`src/rtl/gpio_pin_pkg.sv`:
```
package gpio_pin_pkg;
  typedef enum logic [1:0] {
    PM_HIZ   = 2'b00,
    PM_PULL  = 2'b01,
    PM_STRAP = 2'b10,
    PM_FUNC  = 2'b11
  } pin_mode_e;

  localparam int unsigned REG_AW = 8;
  localparam int unsigned REG_DW = 8;
  localparam logic [REG_AW-1:0] REG_INT_EN = 8'h01;
  localparam logic [REG_AW-1:0] REG_SETUP  = 8'h20;
  localparam int unsigned PIN0_LSB = 0;
  localparam int unsigned PIN1_LSB = 6;
  localparam pin_mode_e RESET_MODE = PM_STRAP;

  function automatic logic mode_pulls_down(input pin_mode_e m);
    return (m == PM_PULL) || (m == PM_FUNC);
  endfunction
endpackage

```
`src/rtl/gpio_cfg_regs.sv`:
```
module gpio_cfg_regs
  import gpio_pin_pkg::*;
#(
  parameter int unsigned N_FLAGS = 8
) (
  input  logic                 clk_i,
  input  logic                 rst_ni,
  input  logic                 wr_en_i,
  input  logic [REG_AW-1:0]    wr_addr_i,
  input  logic [REG_DW-1:0]    wr_data_i,
  input  logic [REG_AW-1:0]    rd_addr_i,
  output logic [REG_DW-1:0]    rd_data_o,
  output pin_mode_e            mode0_o,
  output pin_mode_e            mode1_o,
  output logic [N_FLAGS-1:0]   int_en_o
);
  pin_mode_e          mode0_q, mode1_q;
  logic [N_FLAGS-1:0] int_en_q;

  always_ff @(posedge clk_i or negedge rst_ni) begin
    if (!rst_ni) begin
      mode0_q  <= RESET_MODE;
      mode1_q  <= RESET_MODE;
      int_en_q <= '0;
    end else if (wr_en_i) begin
      if (wr_addr_i == REG_SETUP) begin
        mode0_q <= pin_mode_e'(wr_data_i[PIN0_LSB +: 2]);
        mode1_q <= pin_mode_e'(wr_data_i[PIN1_LSB +: 2]);
      end
      if (wr_addr_i == REG_INT_EN) begin
        int_en_q <= wr_data_i[N_FLAGS-1:0];
      end
    end
  end

  always_comb begin
    rd_data_o = '0;
    if (rd_addr_i == REG_SETUP) begin
      rd_data_o[PIN0_LSB +: 2] = mode0_q;
      rd_data_o[PIN1_LSB +: 2] = mode1_q;
    end else if (rd_addr_i == REG_INT_EN) begin
      rd_data_o[N_FLAGS-1:0] = int_en_q;
    end
  end

  assign mode0_o  = mode0_q;
  assign mode1_o  = mode1_q;
  assign int_en_o = int_en_q;
endmodule

```
`src/rtl/gpio_pin_sync.sv`:
```
module gpio_pin_sync #(
  parameter int unsigned N_PINS = 2,
  parameter int unsigned STAGES = 2
) (
  input  logic              clk_i,
  input  logic              rst_ni,
  input  logic [N_PINS-1:0] pin_i,
  output logic [N_PINS-1:0] level_o
);
  for (genvar p = 0; p < N_PINS; p++) begin : g_pin
    logic [STAGES-1:0] chain_q;
    always_ff @(posedge clk_i or negedge rst_ni) begin
      if (!rst_ni) chain_q <= '1;
      else         chain_q <= {chain_q[STAGES-2:0], pin_i[p]};
    end
    assign level_o[p] = chain_q[STAGES-1];
  end
endmodule

```
`src/rtl/gpio_irq_gen.sv`:
```
module gpio_irq_gen
  import gpio_pin_pkg::*;
#(
  parameter int unsigned N_FLAGS = 8
) (
  input  logic               clk_i,
  input  logic               rst_ni,
  input  pin_mode_e          mode_i,
  input  logic [N_FLAGS-1:0] status_i,
  input  logic [N_FLAGS-1:0] int_en_i,
  output logic               drive_low_o
);
  logic irq_q;
  always_ff @(posedge clk_i or negedge rst_ni) begin
    if (!rst_ni) irq_q <= 1'b0;
    else         irq_q <= (mode_i == PM_FUNC) && (|(status_i & int_en_i));
  end
  assign drive_low_o = irq_q;
endmodule

```
`src/rtl/gpio_conv_trig.sv`:
```
module gpio_conv_trig
  import gpio_pin_pkg::*;
(
  input  logic      clk_i,
  input  logic      rst_ni,
  input  pin_mode_e mode_i,
  input  logic      level_i,
  output logic      start_o
);
  logic prev_q, start_q;
  always_ff @(posedge clk_i or negedge rst_ni) begin
    if (!rst_ni) begin
      prev_q  <= 1'b1;
      start_q <= 1'b0;
    end else begin
      prev_q  <= level_i;
      start_q <= (mode_i == PM_FUNC) && prev_q && !level_i;
    end
  end
  assign start_o = start_q;
endmodule

```
`src/rtl/gpio_strap_latch.sv`:
```
module gpio_strap_latch #(
  parameter int unsigned N_PINS  = 2,
  parameter int unsigned ADDR_W  = 7,
  parameter logic [ADDR_W-N_PINS-1:0] STRAP_HI = '0
) (
  input  logic              clk_i,
  input  logic              rst_ni,
  input  logic              sample_i,
  input  logic [N_PINS-1:0] level_i,
  input  logic [N_PINS-1:0] pulled_i,
  output logic [ADDR_W-1:0] addr_o
);
  logic [N_PINS-1:0] bits_q;
  always_ff @(posedge clk_i or negedge rst_ni) begin
    if (!rst_ni)       bits_q <= '0;
    else if (sample_i) bits_q <= level_i & ~pulled_i;
  end
  assign addr_o = {STRAP_HI, bits_q};
endmodule

```
`src/rtl/gpio_pin_ctrl.sv`:
```
module gpio_pin_ctrl
  import gpio_pin_pkg::*;
#(
  parameter int unsigned N_FLAGS     = 8,
  parameter int unsigned SYNC_STAGES = 2,
  parameter logic [4:0]  STRAP_HI    = 5'b10100
) (
  input  logic               clk_i,
  input  logic               rst_ni,
  input  logic               wr_en_i,
  input  logic [7:0]         wr_addr_i,
  input  logic [7:0]         wr_data_i,
  input  logic [7:0]         rd_addr_i,
  output logic [7:0]         rd_data_o,
  input  logic [N_FLAGS-1:0] status_i,
  input  logic [1:0]         pin_i,
  output logic [1:0]         pad_oe_o,
  output logic [1:0]         pad_pd_o,
  output logic               conv_start_o,
  input  logic               strap_sample_i,
  output logic [6:0]         bus_addr_o
);
  localparam int unsigned N_PINS = 2;

  pin_mode_e          mode0, mode1;
  logic [N_FLAGS-1:0] int_en;
  logic [N_PINS-1:0]  level;
  logic [N_PINS-1:0]  pulled;
  logic               irq_drive;

  gpio_cfg_regs #(.N_FLAGS(N_FLAGS)) u_regs (
    .clk_i, .rst_ni, .wr_en_i, .wr_addr_i, .wr_data_i, .rd_addr_i, .rd_data_o,
    .mode0_o(mode0), .mode1_o(mode1), .int_en_o(int_en)
  );

  gpio_pin_sync #(.N_PINS(N_PINS), .STAGES(SYNC_STAGES)) u_sync (
    .clk_i, .rst_ni, .pin_i, .level_o(level)
  );

  gpio_irq_gen #(.N_FLAGS(N_FLAGS)) u_irq (
    .clk_i, .rst_ni, .mode_i(mode0), .status_i, .int_en_i(int_en),
    .drive_low_o(irq_drive)
  );

  gpio_conv_trig u_conv (
    .clk_i, .rst_ni, .mode_i(mode1), .level_i(level[1]), .start_o(conv_start_o)
  );

  assign pulled[0] = mode_pulls_down(mode0);
  assign pulled[1] = mode_pulls_down(mode1);

  gpio_strap_latch #(.N_PINS(N_PINS), .ADDR_W(7), .STRAP_HI(STRAP_HI)) u_strap (
    .clk_i, .rst_ni, .sample_i(strap_sample_i), .level_i(level),
    .pulled_i(pulled), .addr_o(bus_addr_o)
  );

  assign pad_oe_o = {1'b0, irq_drive};
  assign pad_pd_o = pulled;
endmodule

```
`config.mk`:
```
export PLATFORM = sky130hd
export DESIGN_NAME = gpio_pin_ctrl
export DESIGN_NICKNAME = d
export VERILOG_FILES = /design/src/rtl/gpio_pin_pkg.sv /design/src/rtl/gpio_cfg_regs.sv /design/src/rtl/gpio_pin_sync.sv /design/src/rtl/gpio_irq_gen.sv /design/src/rtl/gpio_conv_trig.sv /design/src/rtl/gpio_strap_latch.sv /design/src/rtl/gpio_pin_ctrl.sv
export SDC_FILE = /design/constraint.sdc
export NUM_CORES = 1
export LEC_CHECK = 0
export BUFFER_PORTS_ARGS = -buffer_cell sky130_fd_sc_hd__buf_4
export CAP_MARGIN = 30
export CORE_UTILIZATION = 46
export CTS_CLUSTER_DIAMETER = 100
export DETAILED_ROUTE_END_ITERATION = 12
export PLACE_DENSITY = 0.81
export SYNTH_ARGS = -nofsm -noshare
export SYNTH_HDL_FRONTEND = slang
export SYNTH_SLANG_ARGS = --single-unit
```
`constraint.sdc`:
```
create_clock -name clk_i -period 1.7 [get_ports clk_i]
set_input_delay 0 -clock clk_i [delete_from_list [all_inputs] [get_ports clk_i]]
set_output_delay 0 -clock clk_i [all_outputs]
set_load 0.02 [all_outputs]
```
==> summary.md, run 1 <==
| Metric | Value |
|---|---|
| Outcome | `complete, no violations` |
| Switching power | `approximately 0.26 mW` |
| Routed Antenna Nets | `0` |
| CTS sink cnt | `21` |
| P per Cell Area | `640.1 nW/um^2` |
| Max Slew Vio Count | `0` |
| Post-Syn Instances | `77` |
| Pwr Total | `approximately 0.98 mW` |
| Clk_lat worst skew | `0.32 ns` |
| GR Util met1 | `22.63%` |
| Yosys cell types | `23` |
| Ranking of synthesized cells by area | `dfrtp_1 35%, dfstp_2 18%, mux2_2 13%` |
| GR Util met2 | `a little over two fifths` |
| Fin Setup TNS | `0 ns` |
| Most common cell in the synthesized netlist | `dfrtp_1` |
| First-pass GRT wire length | `3905 um` |
| Register area share after synthesis | `53.11%` |
| R2r setup slk | `0.81 ns` |
| Final setup skew | `0.0006886 ns` |
| Lkg Pwr | `0.7638 nW` |
| Total gr overflow | `0` |
| Global route hottest layer | `met2` |
| Vias post-DR | `860` |
| GRT Overall Usage | `~22%` |
| Via density per instance | `5.181` |
| Synth Register Bits | `21` |
| Die X | `48.77 um` |
| Clock root cell | `clkbuf_4` |
| Final setup vio count | `0` |
| Crit share post-route | `around three quarters` |
| M3 GR Usage | `approximately 2.5%` |
| H-tree depth | `1` |
| DP Wirelength | `between 1500 and 2000 um` |
| Crit path DAT | `between 1 and 1.5 ns` |
| Area after DPL | `1378 um^2` |
| Iter 0 DRT Violations | `8` |
| Worst R2R Path Depth | `2` |
| Layout cell share with drive strength beyond 1 | `57.55%` |
| Ys Warns | `0` |
| CP Data Required Time | `1.70 ns` |
| Internal power | `about 0.72 mW` |
| Fin crit period | `about 1.3 ns` |
| Synth area leader | `dfrtp_1` |
| Starting Density | `50.25%` |
| Pin count of the biggest net entering global routing | `22` |
| DP Cell Count | `150` |
| CTS tree | `yes` |
| Row cnt | `16` |
| WHS Path Cells | `3` |
| Gate power share | `17.5%` |
| Top cells by count, synth | `14 x dfrtp_1, 12 x mux2_2, 8 x a22oi_1, 7 x buf_4, 7 x dfstp_2` |
| Antenna violations before repair | `0` |
| Synthesized area per cell | `13.06 um^2` |
| # IOs | `58` |
| Final Hold Vio Count | `0` |
| Startpoint types | `primary input` |
| Finished Layout Cells | `166` |
| DRC | `0` |
| Peak VDD IR | `0.5782 mV` |
| Fillers | `approximately 140` |
| Placer Congestion | `0.7760` |
| Finished layout cell area | `1528 um^2` |
| FMAX | `roughly 780 MHz` |
| Max cap viols | `0` |
| Reg clk slew, reported paths | `0.13 ns` |
| Num CTS Buffers | `3` |
| Worst-margin pin slew | `0.6857 ns` |
| Vias in the first global route | `933` |
| Diode count | `0` |
| Switching Share | `26.12%` |
| Critical path capture point type | `primary output` |
| Drt first pass iters | `4` |
| IO buf count | `between 50 and 60` |
| Ys flop type | `dfrtp_1` |
| Die Ht | `48.77 um` |
| Fraction of registers with async set/reset | `100.0%` |
| Clk pwr share | `a little over a quarter` |
| Post-synth top area share | `34.83%` |
| Routed WL | `2461 um` |
| Mapped Area | `1006 um^2` |
| Hold Path Class | `primary input to flop` |
| P&R area growth vs syn | `51.87%` |
| Nets | `178` |
| CP Class | `primary input to primary output` |
| Sequential share of power | `56.0%` |
| Max clock buf depth | `2` |
| Post-synth EDFFs | `0` |
| Rel. slew slack | `53.64%` |
| Max FO, Critical Path | `5` |
| Die ar. | `2378 um^2` |
| RSZ-0062 raised after global routing | `no` |
| WL/cell | `14.83 um` |
| Core Area | `roughly 2000 um^2` |
==> power by group through the flow <==
stage	registers, mW	clock network, mW	logic [mW]
final	0.548	0.259	0.171
after global routing	0.550	0.278	0.185
after CTS	0.547	0.256	0.173
after detailed placement	0.556	0	0.151
after global placement	0.554	0	0.143
after floorplan	0.555	0	0.0584
==> worst paths after layout <==
path,start,endpoint
min reg2reg,u_sync.g_pin[0].chain_q[0]$_DFF_PN1_,u_sync.g_pin[0].chain_q[1]$_DFF_PN1_
max in group asynchronous,rst_ni,u_conv.prev_q$_DFF_PN1_
min,status_i[6],u_irq.drive_low_o$_DFF_PN0_
max,rd_addr_i[1],rd_data_o[5]
min in group asynchronous,rst_ni,u_regs.mode0_o[0]$_DFFE_PN0P_
max reg2reg,u_regs.int_en_o[3]$_DFFE_PN0P_,u_irq.drive_low_o$_DFF_PN0_
==> routing by layer <==
metal	wire length [um]	part of all wire, %	up-vias
met2	1386	56	41
met3	97	3.9	8
met5	0	0	-
met1	914	37	422
met4	61	2.5	0
li1	-	-	389
==> through the flow <==
stage | worst slack (ns) | utilization [%] | hold slack, ns
2_1_floorplan | 0.7379 | - | -0.2956
3_3_place_gp | 0.5306 | 68.81 | -0.1120
3_5_place_dp | 0.4879 | 68.81 | -0.1050
4_1_cts | 0.4607 | 76.31 | 0.01804
5_1_grt | 0.3215 | 76.31 | 0.03899
6_report | 0.4168 | 76.31 | 0.01093
==> cells by family (layout without fill, tap and decap cells) <==
| kind of cell | after synthesis | after routing | synth area share [%] |
|---|---|---|---|
| buffers and inverters | 11 | 69 | 6.717 |
| DFF | 21 | 21 | 53.11 |
| and+or+nand+nor | 20 | 20 | 18.16 |
| muxes | 12 | 12 | 13.43 |
| AOI/OAI and AO/OA | 11 | 11 | 7.836 |
| other | 2 | 6 | 0.7465 |
==> flip-flops by register name, summed over array words and instances, names as in the netlist <==
signal,flops
u_strap.bits_q,2
u_sync.g_pin.chain_q,4
u_regs.mode1_o,2
u_regs.mode0_o,2
u_conv.prev_q,1
u_conv.start_o,1
u_irq.drive_low_o,1
u_regs.int_en_o,8
==> cell type report <==
cell class              count  area, um^2  area share, %
repair buffers             63       503.0          32.92
clock buffers               3       22.52          1.474
flip-flops and latches     21       534.3          34.97
clock inverters             1       7.507         0.4914
well taps                  27       33.78          2.211
multi-input cells          49       419.2          27.44
inverters                   2       7.507         0.4914
==> timing repair <==
item	in CTS	in global routing
buffers inserted	0	0
resized for setup	0	0
endpoints found under the hold margin	37	0
hold buffers	12	0
setup endpoints to repair	0	0
==> worst max-delay path, stage by stage <==
cell and delay (ns):
buf_4 0.12, nor4b_2 0.49, nor2b_1 0.35, and2_1 0.19, buf_4 0.14
==> placed cells by master (no fill, tap or decap) <==
cell type and n:
nor3_2 1, buf_4 51, a22oi_1 8, a41oi_1 1, conb_1 6, clkinvlp_4 1, nand4b_2 1, inv_1 2
nand4b_4 1, nand2_1 1, dfstp_2 7, clkbuf_4 3, and2_1 4, o21ai_0 2, or4_4 1, mux2_2 12
nand3b_1 2, nor4b_1 1, nor2b_1 1, dlygate4sd3_1 12, nor2_1 4, dfrtp_1 14, nor4b_2 1, nor4b_4 1
and4b_1 1
Power figures use the tool's default switching activity.
==> run 2, diff against run 1 <==
Settings changed: CORE_UTILIZATION 46 to 42, PLACE_DENSITY 0.81 to 0.75.
Clock period 1.7 ns to 1.3 ns, I/O delays scaled along.
==> summary.md, run 2 (synthesis gave the netlist of run 1 again) <==
| Metric | Value |
|---|---|
| Fillers | `169 (+24%)` |
| Starting Density | `45.04% (-5.2 points)` |
| CTS sink cnt | `21 (unchanged)` |
| FMAX | `842.4 MHz` |
| Switching power | `0.3095 mW (+21%)` |
| CP Data Required Time | `1.30 ns (-0.40 ns)` |
| Diode count | `0 (unchanged)` |
| Critical path capture point type | `primary output` |
| Gate power share | `18.0% (+0.5 points)` |
| CP Class | `flop to primary output` |
| IO buf count | `51 (unchanged)` |
| CP peak stage delay | `0.57 ns (+0.08 ns)` |
| DRC | `0 (unchanged)` |
| Most frequent cells in the layout | `53 x buf_4, 14 x dfrtp_1, 12 x mux2_2, 12 x dlygate4sd3_1, 8 x a22oi_1` |
| Max reg flops | `8 (unchanged)` |
| Hold Crit Start | `status_i[6]` |
| Vias post-DR | `844 (-1.9%)` |
| # IOs | `58 (unchanged)` |
| GRT Overall Usage | `19.61% (-2.9 points)` |
| Max FO, Critical Path | `3 (-2)` |
| Die Ht | `50.94 um (+4.5%)` |
| Outcome | `complete, no violations` |
| Commonest non-fill, non-tap cell in the layout | `buf_4` |
| Area after DPL | `1394 um^2 (+1.2%)` |
| RSZ-0062 raised after global routing | `no` |
| WL/cell | `13.25 um (-11%)` |
| CTS tree | `yes` |
| Final Hold Vio Count | `0 (unchanged)` |
| Hold Path Class | `primary input to flop` |
| Total gr overflow | `0 (unchanged)` |
| First-pass GRT wire length | `3705 um (-5.1%)` |
| Sequential share of power | `56.9% (+0.9 points)` |
| Final core utilization | `69.13% (-7.2 points)` |
| Core Area | `2233 um^2 (+12%)` |
| Routed WL | `2240 um (-9.0%)` |
| Drt first pass iters | `4 (unchanged)` |
| Multi-input logic area | `421.7 um^2 (+0.60%)` |
| Max cap viols | `0 (unchanged)` |
| Pwr Total | `1.253 mW (+28%)` |
| Peak VDD IR | `0.7694 mV (+33%)` |
| Num CTS Buffers | `3 (unchanged)` |
| Slowest CP cell | `dfstp_2` |
| Routed Antenna Nets | `0 (unchanged)` |
| Placer Congestion | `0.7350 (-5.3%)` |
| Row cnt | `17 (+1)` |
| Fin Setup TNS | `0 ns (unchanged)` |
| Crit share post-route | `91.31%` |
| Clock root cell | `clkbuf_4` |
| Clk pwr share | `25.1% (-1.4 points)` |
| DP Wirelength | `1648 um (-12%)` |
| Lkg Pwr | `0.7784 nW (+1.9%)` |
| Die X | `50.94 um (+4.5%)` |
| Register area | `534.3 um^2 (unchanged)` |
| Finished layout cell area | `1544 um^2 (+1.1%)` |
| Delay-heaviest family, CP | `flip-flops` |
| CP Cell Sequence | `a22oi_1 > nor2_1 > buf_4` |
| P&R area growth vs syn | `53.48%` |
| Via density per instance | `4.994 (-3.6%)` |
| Final setup skew | `0.0005887 ns (-0.00009995 ns)` |
| Reg clk slew, reported paths | `0.12 ns (about the same)` |
| Final setup vio count | `0 (unchanged)` |
| Crit path DAT | `1.19 ns (-0.09 ns)` |
| Startpoint types | `flop` |
| Post-CTS repair timing setup buffer count | `0 (unchanged)` |
| H-tree depth | `1 (unchanged)` |
| Max Slew Vio Count | `0 (unchanged)` |
| Nets | `180 (+1.1%)` |
| Antenna violations before repair | `0 (unchanged)` |
| Crit Reg-Reg Startpoint | `u_regs.int_en_o[3]$_DFFE_PN0P_` |
| Crit path launch | `u_regs.mode0_o[1]$_DFFE_PN1P_` |
| Switching Share | `24.70% (-1.4 points)` |
| Die ar. | `2595 um^2 (+9.1%)` |
| Vias in the first global route | `857 (-8.1%)` |
| Fin crit period | `1.187 ns` |
| Iter 0 DRT Violations | `20 (+12)` |
| Pin count of the biggest net entering global routing | `22 (unchanged)` |
| P per Cell Area | `811.5 nW/um^2 (+27%)` |
| Buffer and inverter count on the worst path | `1 (-1)` |
| Max clock buf depth | `2 (unchanged)` |
| Internal power | `0.9435 mW (+31%)` |
| Clk_lat worst skew | `0.30 ns (-0.02 ns)` |
| Layout cell share with drive strength beyond 1 | `58.87% (+1.3 points)` |
[run 2: cell type report]
class	count	area share (%)
Inverter	2	0.4862
Sequential cell	21	34.60
Multi-Input combinational cell	49	27.31
Clock inverter	1	0.3241
Tap cell	28	2.269
Clock buffer	3	1.459
Timing Repair Buffer	65	33.55
[run 2: worst paths after layout]
| check | endpoint | slack, ns | cells after the start |
|---|---|---|---|
| setup / recovery | rd_data_o[1] | 0.11 | 3 |
| hold / removal | u_irq.drive_low_o$_DFF_PN0_ | 0.03 | 3 |
| setup reg to reg | u_irq.drive_low_o$_DFF_PN0_ | 0.42 | 2 |
| hold reg to reg | u_sync.g_pin[1].chain_q[1]$_DFF_PN1_ | 0.37 | 0 |
| max in group asynchronous | u_sync.g_pin[0].chain_q[1]$_DFF_PN1_ | 0.93 | 2 |
| min in group asynchronous | u_regs.int_en_o[4]$_DFFE_PN0P_ | 0.10 | 2 |
[run 2: per-layer routing]
metal | up-vias | share of wire [%] | track usage [%] | routed length [um]
li1 | 390 | - | - | -
met2 | 48 | 51 | 34.43 | 1137
met4 | 0 | 2.2 | 10.65 | 50
met3 | 6 | 6.7 | 3.869 | 150
met1 | 400 | 40 | 22.05 | 901
met5 | - | 0 | 0 | 0
[run 2: through the flow]
| step | worst slack [ns] | cells | hold slack, ns |
|---|---|---|---|
| 2_1_floorplan | 0.3379 | 81 | -0.2956 |
| 3_3_place_gp | 0.09729 | 153 | -0.1081 |
| 3_5_place_dp | 0.1085 | 153 | -0.1049 |
| 4_1_cts | 0.1014 | 169 | 0.02397 |
| 5_1_grt | 0.05879 | 169 | 0.06510 |
| 6_report | 0.1130 | 169 | 0.03338 |
[run 2: power groups by stage]
stage | Combinational [mW] | Clock [mW] | Sequential (mW)
3_3_place_gp | 0.192 | 0 | 0.724
2_1_floorplan | 0.0763 | 0 | 0.726
4_1_cts | 0.227 | 0.319 | 0.713
3_5_place_dp | 0.197 | 0 | 0.725
6_report | 0.226 | 0.315 | 0.713
5_1_grt | 0.245 | 0.350 | 0.718
[run 2: timing repair]
action / in CTS / in global routing
hold buffers: 12 / 0
setup endpoints to repair: 0 / 2
endpoints found under the hold margin: 37 / 0
gates resized for setup: 0 / 1
[run 2: worst min-delay path, stage by stage]
cell and delay (ns):
buf_4 0.08, a22oi_1 0.06, a41oi_1 0.15
